`src/rtl/mcr_pkg.sv`:
```
package mcr_pkg;
  localparam int unsigned OFS_CMD   = 32'h000;
  localparam int unsigned OFS_ID    = 32'h004;
  localparam int unsigned OFS_MODE  = 32'h020;
  localparam int unsigned OFS_PORT0 = 32'h100;
  localparam int unsigned OFS_REL   = 32'h114;
  localparam int unsigned OFS_SWSPD = 32'h304;
  localparam int unsigned OFS_SWDUP = 32'h308;

  localparam int KEY_LEN = 4;
  localparam int STEP_W  = $clog2(KEY_LEN);
  localparam logic [31:0] CTRL_MASK = 32'h0000_F10F;

  function automatic logic [31:0] key_word(input logic [STEP_W-1:0] idx);
    case (idx)
      2'd0:    key_word = 32'h0000_00A5;
      2'd2:    key_word = 32'h0000_FFFE;
      default: key_word = 32'h0000_0001;
    endcase
  endfunction

  function automatic logic mode_ok(input logic [4:0] v);
    mode_ok = !v[2] && !(v[4] && v[3]);
  endfunction
endpackage

```
`src/rtl/mcr_key_guard.sv`:
```
module mcr_key_guard
  import mcr_pkg::*;
(
  input  logic        clk,
  input  logic        rst,
  input  logic        cmd_we,
  input  logic        mode_we,
  input  logic [31:0] wdata,
  output logic        open_q,
  output logic        perr_q,
  output logic        mode_take
);
  logic [STEP_W-1:0] step_q;
  localparam logic [STEP_W-1:0] LAST = STEP_W'(KEY_LEN - 1);

  assign mode_take = mode_we && open_q && mode_ok(wdata[4:0]);

  always_ff @(posedge clk) begin
    if (rst) begin
      step_q <= '0;
      open_q <= 1'b0;
      perr_q <= 1'b0;
    end else if (cmd_we) begin
      open_q <= 1'b0;
      if (wdata == key_word(step_q)) begin
        if (step_q == LAST) begin
          step_q <= '0;
          open_q <= 1'b1;
        end else begin
          step_q <= step_q + 1'b1;
        end
      end else begin
        step_q <= (wdata == key_word('0)) ? STEP_W'(1) : '0;
      end
    end else if (mode_we) begin
      open_q <= 1'b0;
      if (!mode_take) perr_q <= 1'b1;
    end
  end
endmodule

```
`src/rtl/mcr_port_bank.sv`:
```
module mcr_port_bank
  import mcr_pkg::*;
#(
  parameter int NUM_PORTS = 5,
  parameter int IDX_W     = 3
)(
  input  logic                    clk,
  input  logic                    rst,
  input  logic                    ctrl_we,
  input  logic [IDX_W-1:0]        ctrl_idx,
  input  logic                    rel_we,
  input  logic [31:0]             wdata,
  output logic [32*NUM_PORTS-1:0] ctrl_flat,
  output logic [NUM_PORTS-1:0]    rel_q,
  output logic [2*NUM_PORTS-1:0]  conv_speed_o,
  output logic [2*NUM_PORTS-1:0]  conv_if_o,
  output logic [NUM_PORTS-1:0]    conv_fulld_o
);
  always_ff @(posedge clk) begin
    if (rst)         rel_q <= '0;
    else if (rel_we) rel_q <= wdata[NUM_PORTS-1:0];
  end

  for (genvar p = 0; p < NUM_PORTS; p++) begin : g_port
    logic [31:0] word_q;
    always_ff @(posedge clk) begin
      if (rst)
        word_q <= '0;
      else if (ctrl_we && ctrl_idx == IDX_W'(p))
        word_q <= wdata & CTRL_MASK;
    end
    assign ctrl_flat[32*p +: 32]  = word_q;
    assign conv_speed_o[2*p +: 2] = word_q[1:0];
    assign conv_if_o[2*p +: 2]    = word_q[3:2];
    assign conv_fulld_o[p]        = word_q[8];
  end
endmodule

```
`src/rtl/mcr_regbank.sv`:
```
module mcr_regbank
  import mcr_pkg::*;
#(
  parameter int          NUM_PORTS = 5,
  parameter int          ADDR_W    = 12,
  parameter logic [31:0] ID_CODE   = 32'h0000_4D43
)(
  input  logic                   clk,
  input  logic                   rst,
  input  logic [ADDR_W-1:0]      bus_addr,
  input  logic [31:0]            bus_wdata,
  input  logic                   bus_we,
  input  logic                   bus_re,
  output logic [31:0]            bus_rdata,
  output logic [4:0]             sw_mode_o,
  output logic [2*NUM_PORTS-1:0] conv_speed_o,
  output logic [2*NUM_PORTS-1:0] conv_if_o,
  output logic [NUM_PORTS-1:0]   conv_fulld_o,
  output logic [NUM_PORTS-1:0]   conv_enable_o,
  output logic [NUM_PORTS-1:0]   sw_speed_ovr_o,
  output logic [NUM_PORTS-1:0]   sw_dup_ovr_o
);
  localparam int IDX_W = (NUM_PORTS > 1) ? $clog2(NUM_PORTS) : 1;
  localparam logic [ADDR_W-1:0] A_CMD   = ADDR_W'(OFS_CMD);
  localparam logic [ADDR_W-1:0] A_ID    = ADDR_W'(OFS_ID);
  localparam logic [ADDR_W-1:0] A_MODE  = ADDR_W'(OFS_MODE);
  localparam logic [ADDR_W-1:0] A_PORT0 = ADDR_W'(OFS_PORT0);
  localparam logic [ADDR_W-1:0] A_PEND  = ADDR_W'(OFS_PORT0 + 4 * NUM_PORTS);
  localparam logic [ADDR_W-1:0] A_REL   = ADDR_W'(OFS_REL);
  localparam logic [ADDR_W-1:0] A_SWSPD = ADDR_W'(OFS_SWSPD);
  localparam logic [ADDR_W-1:0] A_SWDUP = ADDR_W'(OFS_SWDUP);

  logic                    key_open, prot_err, mode_take;
  logic                    port_hit;
  logic [ADDR_W-1:0]       port_off;
  logic [IDX_W-1:0]        port_idx;
  logic [32*NUM_PORTS-1:0] ctrl_flat;
  logic [31:0]             rd_val;

  assign port_off = bus_addr - A_PORT0;
  assign port_idx = IDX_W'(port_off >> 2);
  assign port_hit = (bus_addr >= A_PORT0) && (bus_addr < A_PEND) &&
                    (bus_addr[1:0] == 2'b00);

  mcr_key_guard u_guard (
    .clk       (clk),
    .rst       (rst),
    .cmd_we    (bus_we && bus_addr == A_CMD),
    .mode_we   (bus_we && bus_addr == A_MODE),
    .wdata     (bus_wdata),
    .open_q    (key_open),
    .perr_q    (prot_err),
    .mode_take (mode_take)
  );

  mcr_port_bank #(.NUM_PORTS(NUM_PORTS), .IDX_W(IDX_W)) u_ports (
    .clk          (clk),
    .rst          (rst),
    .ctrl_we      (bus_we && port_hit),
    .ctrl_idx     (port_idx),
    .rel_we       (bus_we && bus_addr == A_REL),
    .wdata        (bus_wdata),
    .ctrl_flat    (ctrl_flat),
    .rel_q        (conv_enable_o),
    .conv_speed_o (conv_speed_o),
    .conv_if_o    (conv_if_o),
    .conv_fulld_o (conv_fulld_o)
  );

  always_ff @(posedge clk) begin
    if (rst) begin
      sw_mode_o      <= '0;
      sw_speed_ovr_o <= '0;
      sw_dup_ovr_o   <= '0;
    end else begin
      if (mode_take) sw_mode_o <= bus_wdata[4:0];
      if (bus_we && bus_addr == A_SWSPD) sw_speed_ovr_o <= bus_wdata[NUM_PORTS-1:0];
      if (bus_we && bus_addr == A_SWDUP) sw_dup_ovr_o   <= bus_wdata[NUM_PORTS-1:0];
    end
  end

  always_comb begin
    rd_val = '0;
    if (bus_addr == A_CMD)        rd_val[1:0] = {prot_err, key_open};
    else if (bus_addr == A_ID)    rd_val = ID_CODE;
    else if (bus_addr == A_MODE)  rd_val[4:0] = sw_mode_o;
    else if (port_hit)            rd_val = ctrl_flat[32*int'(port_idx) +: 32];
    else if (bus_addr == A_REL)   rd_val[NUM_PORTS-1:0] = conv_enable_o;
    else if (bus_addr == A_SWSPD) rd_val[NUM_PORTS-1:0] = sw_speed_ovr_o;
    else if (bus_addr == A_SWDUP) rd_val[NUM_PORTS-1:0] = sw_dup_ovr_o;
  end

  always_ff @(posedge clk) begin
    if (rst) bus_rdata <= '0;
    else     bus_rdata <= bus_re ? rd_val : '0;
  end
endmodule

```
`config.mk`:
```
export PLATFORM = sky130hd
export DESIGN_NAME = mcr_regbank
export DESIGN_NICKNAME = d
export VERILOG_FILES = /design/src/rtl/mcr_pkg.sv /design/src/rtl/mcr_key_guard.sv /design/src/rtl/mcr_port_bank.sv /design/src/rtl/mcr_regbank.sv
export SDC_FILE = /design/constraint.sdc
export NUM_CORES = 1
export LEC_CHECK = 0
export BUFFER_PORTS_ARGS = -buffer_cell sky130_fd_sc_hd__buf_4
export CORE_ASPECT_RATIO = 0.8
export CORE_MARGIN = 10
export CORE_UTILIZATION = 40
export DETAILED_ROUTE_END_ITERATION = 8
export HOLD_SLACK_MARGIN = 0.15
export PLACE_DENSITY_LB_ADDON = 0.1
export SETUP_SLACK_MARGIN = 0.2
export SYNTH_ARGS = -nofsm -noshare
export SYNTH_HDL_FRONTEND = slang
export SYNTH_SLANG_ARGS = --single-unit
```
`constraint.sdc`:
```
create_clock -name clk -period 3.3 [get_ports clk]
set_input_delay 0.66 -clock clk [delete_from_list [all_inputs] [get_ports clk]]
set_output_delay 0.66 -clock clk [all_outputs]
set_load 0.01 [all_outputs]
```
==> qor.yml <==
synth:
  synth-async-reset-ratio_pct: 0
  synth_area_um2: 4260
  synth_area_leader_cell: "dfxtp_1"
  syn_inst: 465
  synthFlopType: "dfxtp_1"
  synth-seq-cells: 80
  ys_seq_area_share_pct: 37.6
  yosysWarnings: 0
  synth_edf_count: 0
  synth_top_area_share_pct: 37.6
  avgSynthCellArea_um2: 9.15
  ys_types: 53
  synth_area_leaders: "dfxtp_1, mux2i_1, buf_4"
min_path:
  hold_class: "reg -> reg"
  hold_start: "u_ports.g_port[0].word_q[13]"
grt:
  grt_max_degree: 55
  antenna_found_initial: 0
  grt_pass1_wl_um: 19500
  first_global_vias: 3539
  track_usage_pct: 15.9
  overflow: 0
detailed_routing:
  drt_first_pass_iters: 4
  drt_iter0_drc: 206
  totalWireLength_um: 12200
  ant_nets: 0
  vias: 3482
  routedWlPerCell_um: 18.1
  drc: 0
  via_per_inst: 5.17
floorplanning:
  dieArea_um2: 15200
  die_h_um: 112
  num_rows: 33
  die_width_um: 135
  core-area_um2: 10300
  num_io_pins: 125
  start_util_pct: 41.2
power:
  peakVddDrop_uv: 233
  p_per_area_nw_per_um2: 418
  total_power_w: 0.00215
  p_leak_nw: 2.31
sta:
  setup_viol: 0
  timing.fmax_ghz: 0.410
  fin_crit_sh_pct: 74.0
  fin_crit_ns: 2.44
  worstMarginPinSlew_ns: 0.571
  maxSlewHeadroom_pct: 61.9
  skew_ns: 0.00554
  maxSlewViolCount: 0
  rsz0062_at_grt: "false"
  fin_setup_tns_ns: 0
  hold_viol: 0
final_layout:
  antenna_cells: 0
  layout.nets: 581
  final_common_cell: "buf_4"
  final_cell_mix: "buf_4, dfxtp_1, nor2_1"
  final_util_pct: 49.7
  area_growth_pct: 20.6
  seq_area_um2: 1600
  layout-drive-gt1-share_pct: 28.0
  multiInputGateArea_um2: 2200
  finalInstanceArea_um2: 5130
  n_fill_cell: 1012
critical_path:
  crit_fanout: 11
  endpoint_kind: "flop"
  worstPathRequired_ns: 3.50
  critPathKind: "in -> reg"
  startpoint_type: "primary input"
  reg2reg_from: "u_guard.step_q[0]"
  crit_arrival_ns: 2.64
  crit_start: "bus_addr[7]"
clocking:
  clock_sinks: 80
  cts_setup_buffers: 0
  cts_buffers: 9
  cts_buffer_depth: 2
  ctsResizeCount: 0
  clk_latency_ns: 0.33
  cts_tree: "done"
  cts-root-buf: "clkbuf_16"
  path_clk_slew_ns: 0.06
  h-tree-depth: 3
  holdBufCountCts: 0
placement:
  dpl.hpwl_um: 9210
  placed_cell_area_um2: 4830
  gp_congestion: 0.873
  port_buffers: 105
run:
  maxCapViolCount: 0
status:
  outcome: "finished clean"
-- registers in the layout, indices dropped and copies added, names as in the netlist --
register / cells
u_ports.rel_q: 5
bus_rdata: 11
u_guard.perr_q: 1
sw_speed_ovr_o: 5
sw_dup_ovr_o: 5
sw_mode_o: 5
u_guard.open_q: 1
u_guard.step_q: 2
u_ports.g_port.word_q: 45
-- per-layer routing --
layer	vias to the layer above	wire length, um	GRT usage (%)
li1	1702	-	-
met1	1649	5940	22.0
met5	-	0	0
met3	8	1000	6.06
met4	0	72	3.58
met2	123	5140	22.7
-- layout make-up --
| cell class | instances | share of cell area [%] |
|---|---|---|
| multi-input cells | 320 | 42.8 |
| repair buffers | 110 | 16.1 |
| inverters | 8 | 0.585 |
| clock inverters | 4 | 1.37 |
| well taps | 140 | 3.41 |
| clock buffers | 11 | 4.53 |
| flip-flops and latches | 80 | 31.2 |
-- path summary, 6_finish.rpt --
kind / to / cells after the start / slack (ns)
worst min register to register: u_ports.g_port[0].word_q[13] / 2 / 0.45
worst max-delay path: u_ports.g_port[3].word_q[2] / 6 / 0.86
worst min-delay path: u_ports.g_port[0].word_q[13] / 2 / 0.45
worst max register to register: u_guard.step_q[0] / 7 / 1.56
-- critical path, cell delays in order --
cell     delay (ns)
buf_4          0.11
or4_4          0.66
nor4_4         0.35
and3_1         0.54
mux2i_1        0.24
nor2_1         0.06
-- synth_stat cells (2+ instances only) --
cell and n:
nor3_1 5, nand4b_1 2, nand3_2 2, dfxtp_1 80
clkbuf_1 14, nand2_2 2, o21ai_1 3, and2_1 4
o22ai_1 4, nand2b_1 5, o21ai_0 8, buf_6 3
nor4b_2 2, or3_1 3, ha_1 4, a31oi_1 5
mux4_2 9, nor4_1 11, a22oi_1 2, mux2i_1 56
nor4_4 2, nor2_1 65, nand2_1 27, nand3_1 11
and3b_1 2, buf_4 47, inv_1 8, nor2b_1 5
nor3_4 2, nand4_1 11, buf_2 11, and3_1 4
a21oi_1 26
-- metrics by stage --
step | instances | worst slack (ns) | hold slack [ns]
final | 673 | 0.858 | 0.453
after global routing | 673 | 0.726 | 0.478
after CTS | 673 | 0.888 | 0.454
after detailed placement | 658 | 0.543 | 0.447
after global placement | 658 | 0.571 | 0.436
after floorplan | 483 | 1.08 | 0.429
-- power by group --
group | internal, W | switching (W) | leakage, nW
sequential | 0.000966 | 0.0000000626 | 0.644
combinational | 0.0000562 | 0.0000974 | 1.52
clock | 0.000656 | 0.000372 | 0.149
-- kinds of logic (layout without fill, tap and decap cells) --
logic type,Yosys count,count (layout),synth area share [%]
other,1,19,0.0881
buffers and inverters,83,133,12.3
adders and majority gates,4,4,1.18
muxes,65,65,17.9
and+or+nand+nor,180,180,24.1
AOI/OAI and AO/OA,51,51,6.59
xor gates and xnor gates,1,1,0.206
DFF,80,80,37.6
Note: power is estimated with default switching activity, not from simulation.
